--- src/rtl/eow_pkg.sv ---
package eow_pkg;

  typedef enum logic [1:0] {
    PH_IDLE   = 2'd0,
    PH_RUN    = 2'd1,
    PH_SETTLE = 2'd2
  } eowPhase_t;

  // strobes from the control to the datapath
  typedef struct packed {
    logic loadOp;    // operation accepted this cycle
    logic running;   // internal operation in progress
    logic settling;  // post-completion settle window
  } eowStrobe_t;

endpackage

--- src/rtl/eow_ctrl.sv ---
module eow_ctrl
  import eow_pkg::*;
#(
  parameter int PROG_CYC   = 462,
  parameter int ERASE_CYC  = 594000,
  parameter int SETTLE_CYC = 33
) (
  input  logic       clk,
  input  logic       rstN,
  input  logic       startReq,
  input  logic       startIsErase,
  output eowStrobe_t strobe,
  output logic       busy,
  output logic       done
);

  localparam int MAX_PE  = (PROG_CYC > ERASE_CYC) ? PROG_CYC : ERASE_CYC;
  localparam int MAX_CYC = (MAX_PE > SETTLE_CYC) ? MAX_PE : SETTLE_CYC;
  localparam int CNT_W   = (MAX_CYC > 1) ? $clog2(MAX_CYC) : 1;
  localparam logic [CNT_W-1:0] PROG_LOAD   = CNT_W'(PROG_CYC - 1);
  localparam logic [CNT_W-1:0] ERASE_LOAD  = CNT_W'(ERASE_CYC - 1);
  localparam logic [CNT_W-1:0] SETTLE_LOAD = CNT_W'(SETTLE_CYC - 1);

  eowPhase_t        phase;
  logic [CNT_W-1:0] cnt;
  logic             accept;
  logic             cntZero;

  assign accept  = startReq && (phase != PH_RUN);
  assign cntZero = (cnt == '0);

  always_ff @(posedge clk or negedge rstN) begin
    if (!rstN) begin
      phase <= PH_IDLE;
      cnt   <= '0;
      done  <= 1'b0;
    end else begin
      done <= 1'b0;
      case (phase)
        PH_RUN: begin
          if (cntZero) begin
            phase <= PH_SETTLE;
            cnt   <= SETTLE_LOAD;
            done  <= 1'b1;
          end else begin
            cnt <= cnt - 1'b1;
          end
        end
        PH_SETTLE: begin
          if (accept) begin
            phase <= PH_RUN;
            cnt   <= startIsErase ? ERASE_LOAD : PROG_LOAD;
          end else if (cntZero) begin
            phase <= PH_IDLE;
          end else begin
            cnt <= cnt - 1'b1;
          end
        end
        default: begin
          if (accept) begin
            phase <= PH_RUN;
            cnt   <= startIsErase ? ERASE_LOAD : PROG_LOAD;
          end
        end
      endcase
    end
  end

  always_comb begin
    strobe.loadOp   = accept;
    strobe.running  = (phase == PH_RUN);
    strobe.settling = (phase == PH_SETTLE);
  end

  assign busy = (phase == PH_RUN);

endmodule

--- src/rtl/eow_datapath.sv ---
module eow_datapath
  import eow_pkg::*;
#(
  parameter int DATA_W = 8
) (
  input  logic              clk,
  input  logic              rstN,
  input  eowStrobe_t        strobe,
  input  logic              startIsErase,
  input  logic              startDq7,
  input  logic              rdStrobe,
  input  logic [DATA_W-1:0] arrayData,
  output logic [DATA_W-1:0] rdData
);

  localparam int POLL_BIT = DATA_W - 1;
  localparam int TOG_BIT  = DATA_W - 2;

  logic opErase;
  logic opDq7;
  logic togBit;

  always_ff @(posedge clk or negedge rstN) begin
    if (!rstN) begin
      opErase <= 1'b0;
      opDq7   <= 1'b0;
      togBit  <= 1'b0;
    end else if (strobe.loadOp) begin
      opErase <= startIsErase;
      opDq7   <= startDq7;
      togBit  <= 1'b0;
    end else if (strobe.running && rdStrobe) begin
      togBit <= ~togBit;
    end
  end

  // polling bit
  always_comb begin
    if (strobe.running)
      rdData[POLL_BIT] = opErase ? 1'b0 : ~opDq7;
    else if (strobe.settling)
      rdData[POLL_BIT] = opErase ? 1'b1 : opDq7;
    else
      rdData[POLL_BIT] = arrayData[POLL_BIT];
  end

  // toggle bit
  always_comb begin
    if (strobe.running)
      rdData[TOG_BIT] = togBit;
    else if (strobe.settling)
      rdData[TOG_BIT] = 1'b0;
    else
      rdData[TOG_BIT] = arrayData[TOG_BIT];
  end

  // remaining bits are masked while the operation or settle is active
  generate
    for (genvar b = 0; b < TOG_BIT; b++) begin : g_low
      assign rdData[b] = (strobe.running || strobe.settling) ? 1'b0 : arrayData[b];
    end
  endgenerate

endmodule

--- src/rtl/eow_status_rpt.sv ---
module eow_status_rpt
  import eow_pkg::*;
#(
  parameter int DATA_W     = 8,
  parameter int PROG_CYC   = 462,
  parameter int ERASE_CYC  = 594000,
  parameter int SETTLE_CYC = 33
) (
  input  logic              clk,
  input  logic              rstN,
  input  logic              startReq,
  input  logic              startIsErase,
  input  logic              startDq7,
  input  logic              rdStrobe,
  input  logic [DATA_W-1:0] arrayData,
  output logic [DATA_W-1:0] rdData,
  output logic              busy,
  output logic              done
);

  eowStrobe_t strobe;

  eow_ctrl #(
    .PROG_CYC  (PROG_CYC),
    .ERASE_CYC (ERASE_CYC),
    .SETTLE_CYC(SETTLE_CYC)
  ) i_ctrl (
    .clk         (clk),
    .rstN        (rstN),
    .startReq    (startReq),
    .startIsErase(startIsErase),
    .strobe      (strobe),
    .busy        (busy),
    .done        (done)
  );

  eow_datapath #(
    .DATA_W(DATA_W)
  ) i_dp (
    .clk         (clk),
    .rstN        (rstN),
    .strobe      (strobe),
    .startIsErase(startIsErase),
    .startDq7    (startDq7),
    .rdStrobe    (rdStrobe),
    .arrayData   (arrayData),
    .rdData      (rdData)
  );

endmodule

--- config.mk ---
export PLATFORM = sky130hd
export DESIGN_NAME = eow_status_rpt
export DESIGN_NICKNAME = d
export VERILOG_FILES = /design/src/rtl/eow_pkg.sv /design/src/rtl/eow_ctrl.sv /design/src/rtl/eow_datapath.sv /design/src/rtl/eow_status_rpt.sv
export SDC_FILE = /design/constraint.sdc
export NUM_CORES = 1
export LEC_CHECK = 0
export ABC_AREA = 1
export BUFFER_PORTS_ARGS = -buffer_cell sky130_fd_sc_hd__buf_2
export CAP_MARGIN = 40
export CORE_UTILIZATION = 45
export DETAILED_ROUTE_END_ITERATION = 12
export GPL_TIMING_DRIVEN = 0
export PLACE_DENSITY = 0.72
export SLEW_MARGIN = 15
export SYNTH_ARGS = -nofsm -noshare
export SYNTH_HDL_FRONTEND = slang
export SYNTH_SLANG_ARGS = --single-unit
export TNS_END_PERCENT = 10
--- constraint.sdc ---
create_clock -name clk -period 1.9 [get_ports clk]
set_input_delay 0.285 -clock clk [delete_from_list [all_inputs] [get_ports clk]]
set_output_delay 0.285 -clock clk [all_outputs]
set_load 0.005 [all_outputs]
Word-level counts from Yosys, hierarchy flattened
Cells that the tools add are included.
Widths: inputs -> output; s select.
Storage, ports and cells
  latch bits: 0
  register bits: 26
  bits of input ports: 14
  logic and storage cells: 50
  memory bits (read-only): 0
  memories: 0
  RAM bits: 0
Cells by class
  shifts and indexed selects: 0
  multiplexer cells: 27
  add/subtract/negate cells: 1
  $mul: 0
  reduce and logical (&&, ||, !) cells: 8
  bitwise logic cells: 2
  eq/ne operators: 6
  $lt $le $gt $ge: 0
  divide/modulo/power cells: 0
Operator list (count)
  $mux 20: 5
  $pmux 20 s2: 1
  $logic_not 20->1: 1
  $sub 20x1->20 const B: 1
  $mux 1: 16
  $mux 2: 4
  $ne 3x3->1 const B: 2
  $ne 2x1->1 const B: 2
  $pmux 2 s2: 1
  $reduce_and 3->1: 1
  $reduce_bool 3->1: 1
  $eq 2x1->1 const B: 1
  $eq 2x2->1 const B: 1
  $logic_and 1x1->1: 2
  $not 1->1: 2
  $reduce_and 2->1: 1
  $reduce_bool 2->1: 1
  $logic_or 1x1->1: 1

Longest topological paths before layout
  depth in word-level cells: 4
  gate-level depth with buffers: 12
  gate-level depth less buffers: 12

By module
A second synthesis with hierarchy kept.
Unflattened totals
  cell total of the unflattened synthesis: 321
  area total of the unflattened synthesis: 2021.9 um2
Modules (own cells, without submodules)
  eow_ctrl: cells an instance 283, sequential area each 575.6 um2, instances 1, area an instance 1805.5 um2
  eow_datapath: cells an instance 38, sequential area each 75.1 um2, instances 1, area an instance 216.5 um2

Worst setup path after synthesis
No wires, ideal clock.
  kind: register -> register
  from: register i_ctrl.phase[0]
  to: register i_ctrl.cnt[0]
  required time: 1.818 ns
  stages on the path, launching flop included: 11
  setup slack: 0.250 ns
  period minus slack after synthesis: 1.650 ns
  arrival: 1.568 ns
  path buffers: 2
  library setup time: 0.082 ns
  cell sequence: dfrtp_1 -> ha_1 -> buf_4 -> nor2_4 -> nor2_2 -> nand4_4 -> nand2_4 -> inv_4 -> buf_6 -> nor2_1 -> a31oi_1
Between the ends
  elaborated cells on any way between the ends: 9
RTL lines
  start, declared: RTL line eow_ctrl.sv:24  | eowPhase_t phase;
  start signal, assigned: RTL line eow_ctrl.sv:34  | phase <= PH_IDLE;
  start signal, assigned: RTL line eow_ctrl.sv:42  | phase <= PH_SETTLE;
  start signal, assigned: RTL line eow_ctrl.sv:51  | phase <= PH_RUN;
  $eq 2x1->1 (*)
  net busy: RTL line eow_status_rpt.sv:17  | output logic busy,
  $reduce_bool 3->1 (no line)
  $reduce_and 2->1 (no line)
  end signal, assigned: RTL line eow_ctrl.sv:46  | cnt <= cnt - 1'b1;
  end signal, assigned: RTL line eow_ctrl.sv:52  | cnt <= startIsErase ? ERASE_LOAD : PROG_LOAD;
  end signal, assigned: RTL line eow_ctrl.sv:56  | cnt <= cnt - 1'b1;
  end, declared: RTL line eow_ctrl.sv:25  | logic [CNT_W-1:0] cnt;
The timed path passes the listed nets; every way through them passes the cells marked *.
A chain may end at the register's enable or synchronous reset.

Worst setup path in the final report
  from: register i_ctrl.phase[1]
  to: register i_ctrl.cnt[4]
Between the ends
  cells in the longest elaborated chain, start to end: 4
  elaborated cells on any way between the ends: 9
RTL lines
  $ne 2x1->1: RTL line eow_ctrl.sv:29  | assign accept = startReq && (phase != PH_RUN);
  $logic_and 1x1->1: RTL line eow_ctrl.sv:29
  $mux 20, or another cell as far along: RTL line eow_ctrl.sv:50  | if (accept) begin
  $pmux 20 s2 or $reduce_and 2->1 (tied branches)
Parallel ways exist; a longest one is shown, timed or not.

==> impl_results.rst <==
.. list-table::
   :header-rows: 1

   * - Metric
     - Value
   * - CP arrival
     - 1.97 ns
   * - Sum of buffers and inverters on the critical path
     - 4
   * - Number of buffers created by CTS
     - 3
   * - Cells along the critical path
     - inv_1 -> ha_1 -> buf_4 -> nor2_1 -> nand2_1 -> nand2_4 -> inv_4 -> buf_8 -> nand3_1 -> o21ai_2
   * - TritonCTS sink count
     - 26
   * - Clock tree from TritonCTS
     - yes
   * - DRT iter0 DRCs
     - 187
   * - Count of final hold-check violations
     - 0
   * - Die width
     - 68.6 um
   * - Fraction of power consumed by the clock network
     - 0.141
   * - Design Power
     - 0.00332 W
   * - Detailed-route DRC error count
     - 0
   * - Clock insertion delay at the later pin of the skew report
     - 0.28 ns
   * - Post-Syn Instances
     - 293
   * - Count of H-tree levels built during CTS
     - 1
   * - First-pass GRT wire length
     - 7980 um
   * - Primary FF master, synth
     - sky130_fd_sc_hd__dfrtp_1
   * - Headroom to the max-slew limit
     - 0.608
   * - Number of placed instances with taps included
     - 366
   * - Top cells by instance count after synthesis
     - 91 x sky130_fd_sc_hd__nand2_1, 45 x sky130_fd_sc_hd__inv_1, 37 x sky130_fd_sc_hd__nor2_1
   * - Skew final
     - 0.00464 ns
   * - Area share of the largest cell type after synthesis
     - 0.326
   * - Core ar.
     - 4120 um2
   * - Fin Setup TNS
     - 0 ns
   * - Placed wire-length estimate after detailed placement
     - 3660 um
   * - Buffers from clock root to sink, at most
     - 2
   * - Net switching share of the total power
     - 0.485
   * - Minimum clock period
     - 1.79 ns
   * - Total via count in the routed design
     - 1893
   * - Drt via density
     - 5.09
   * - Proportion of synthesized flip-flops having asynchronous set or reset
     - 1.00
   * - Element type at the critical path end
     - flop
   * - Min-delay worst type
     - in2async
   * - Cell internal power dissipation
     - 0.00171 W
   * - Final standard cell area without fillers
     - 2280 um2
   * - Maximum capacitance violations
     - 0
   * - Distinct cell type count of the synthesized netlist
     - 35
   * - Congestion Overflow GR
     - 0
   * - Static leakage
     - 1.26 nW
   * - Synthesized cell area
     - 2000 um2
   * - Mapped Nets
     - 311
   * - Power density over the cells
     - 1460 nW/um2
   * - Count of yosys warnings during synthesis
     - 0
   * - Wire per inst
     - 12.8 um
   * - Worst Tran Pin Value
     - 0.589 ns
   * - Number of endpoints failing setup at the final stage
     - 0
   * - Vertical extent of the die
     - 68.6 um
   * - Startpoint types
     - flop
   * - Biggest area consumer among synthesized cells
     - sky130_fd_sc_hd__dfrtp_1
   * - Switching power
     - 0.00161 W
   * - Worst reg-to-reg path cell count
     - 10
   * - Cell row count
     - 23
   * - Combinational fraction of design power
     - 0.592
   * - Weighted congestion at the end of routability-driven global placement
     - 0.901
   * - Final core occ
     - 0.553
   * - Fraction of the yosys area taken by sequential cells
     - 0.326
   * - Number of register bits inferred by synthesis
     - 26
   * - Clock-pin slew on the worst setup and hold paths
     - 0.10 ns
   * - First-pass iteration count of the detailed router
     - 5
   * - Number of global-route vias before repair
     - 1734
   * - Logic depth of the worst setup path including buffers
     - 10
   * - Number of buffers inserted for hold repair after clock tree synthesis
     - 0
   * - Post-synth EDFFs
     - 0
   * - Cell chosen for the clock root
     - sky130_fd_sc_hd__clkbuf_8
   * - Quantity of I/O buffers inserted on ports
     - 23
   * - GRT Resource Usage Total
     - 0.230
   * - Proportion of layout cells with a drive suffix above 1
     - 0.211
   * - Biggest cell delay along the critical path
     - 0.38 ns
   * - Crit-path slowest cell
     - sky130_fd_sc_hd__dfrtp_1
   * - Required @ worst endpoint
     - 2.07 ns
   * - Starting density of the core
     - 0.485
   * - Placed standard-cell area
     - 2170 um2
   * - Cells taking the most area after synthesis
     - sky130_fd_sc_hd__dfrtp_1 33%, sky130_fd_sc_hd__nand2_1 17%, sky130_fd_sc_hd__inv_1 8.5%, sky130_fd_sc_hd__nor2_1 7.0%, sky130_fd_sc_hd__nand3_1 5.0%
   * - Number of primary I/O pins
     - 24
   * - Most used standard cell by instance count after synthesis
     - sky130_fd_sc_hd__nand2_1
   * - Largest driver fanout on the critical path
     - 10
   * - Total die area
     - 4710 um2
   * - Final period util
     - 0.944
   * - Cell type group with the largest total delay on the critical path
     - simple AND/OR/NAND/NOR gates
   * - Seq pwr share
     - 0.267
   * - Run status
     - completed
   * - Max-slew violation count
     - 0
   * - Layout net count
     - 341
   * - Achievable clock frequency
     - 558 MHz
   * - Worst VDD drop
     - 884 uV
   * - Antenna violations before repair
     - 0
   * - ANT cells
     - 0
   * - Total length of routed wires
     - 4740 um
   * - Mean cell area of the mapped netlist
     - 6.82 um2
   * - Non-Filler Instances
     - 372
   * - Area Growth Syn to Fin
     - 14.0%
   * - Maximum number of pins on one net before global-route repair
     - 27
   * - Category of the critical setup timing path
     - reg2reg
   * - Post-route ant nets
     - 0
==> layout by cell type (no fill, tap or decap), drive strengths merged <==
master and instances:
a21oi 3, a22o 1, a22oi 2, a31oi 2
buf 29, bufinv 1, clkbuf 3, dfrtp 26
ha 4, inv 48, nand2 97, nand3 24
nand4 6, nor2 44, nor3 2, nor4 1
nor4b 1, o21ai 16, o22ai 2, o31ai 1
or2 1, xor2 8
==> per-layer routing <==
metal / up-vias / share of wire / global-route usage
met1: 872 / 0.48 / 0.322
met4: 0 / 0.0048 / 0.0313
met3: 5 / 0.046 / 0.0395
li1: 973 / - / -
met5: - / 0 / 0
met2: 43 / 0.47 / 0.376
==> state kept, by name (all words and copies together) (netlist names) <==
| signal | flops |
|---|---|
| i_dp.opDq7 | 1 |
| i_ctrl.cnt | 20 |
| i_ctrl.phase | 2 |
| i_dp.togBit | 1 |
| i_dp.opErase | 1 |
| i_ctrl.done | 1 |
==> timing repair <==
| action | 4_1_cts | 5_1_grt |
|---|---|---|
| endpoints found under the setup margin | 0 | 27 |
| resized for setup | 0 | 7 |
| buffers inserted | 0 | 3 |
| endpoints found under the hold margin | 0 | 0 |
==> kinds of logic (layout without fill, tap and decap cells) <==
family	count (synthesis)	count (layout)	share of synthesized area
buf+inv	52	81	0.108
simple gates	176	176	0.412
flops	26	26	0.326
xor+xnor	8	8	0.0351
compound gates	27	27	0.0940
fa+ha+maj	4	4	0.0251
==> through the flow <==
stage	setup slack, ns	hold slack [ns]
finish	0.107	0.0000543
global route	-0.00436	0.0421
CTS	0.00150	0.0172
detailed placement	-0.0000941	0.327
global placement	-0.0221	0.327
floorplan	0.250	-0.0106
==> final cells by class <==
type	instances	area (um2)
fill	396	1840
multi-input combinational	215	1140
sequential	26	651
inverter	48	183
timing repair buffer	26	138
tap	50	62.6
clock buffer	3	41.3
buffer	3	33.8
clock inverter	1	30.0
==> power by group through the flow <==
stage               logic [W]  registers (W)  clock network [W]
floorplan             0.00144       0.000849                  0
global placement      0.00187       0.000887                  0
finish                0.00197       0.000886           0.000469
detailed placement    0.00189       0.000892                  0
CTS                   0.00190       0.000881           0.000485
global route          0.00220       0.000909           0.000506
==> path summary, 6_finish.rpt <==
| path | slack (ns) | end | from |
|---|---|---|---|
| max | 0.11 | i_ctrl.cnt[4]$_DFFE_PN0P_ | i_ctrl.phase[1]$_DFFE_PN0P_ |
| max in group asynchronous | 1.52 | i_ctrl.cnt[11]$_DFFE_PN0P_ | rstN |
| min | 0.00005 | i_dp.togBit$_DFFE_PN0P_ | rstN |
| min reg2reg | 0.48 | i_dp.opDq7$_DFFE_PN0P_ | i_dp.opDq7$_DFFE_PN0P_ |
| max reg2reg | 0.11 | i_ctrl.cnt[4]$_DFFE_PN0P_ | i_ctrl.phase[1]$_DFFE_PN0P_ |
| min in group clk | 0.21 | i_dp.opDq7$_DFFE_PN0P_ | startDq7 |
(Power assumes the default switching activity.)
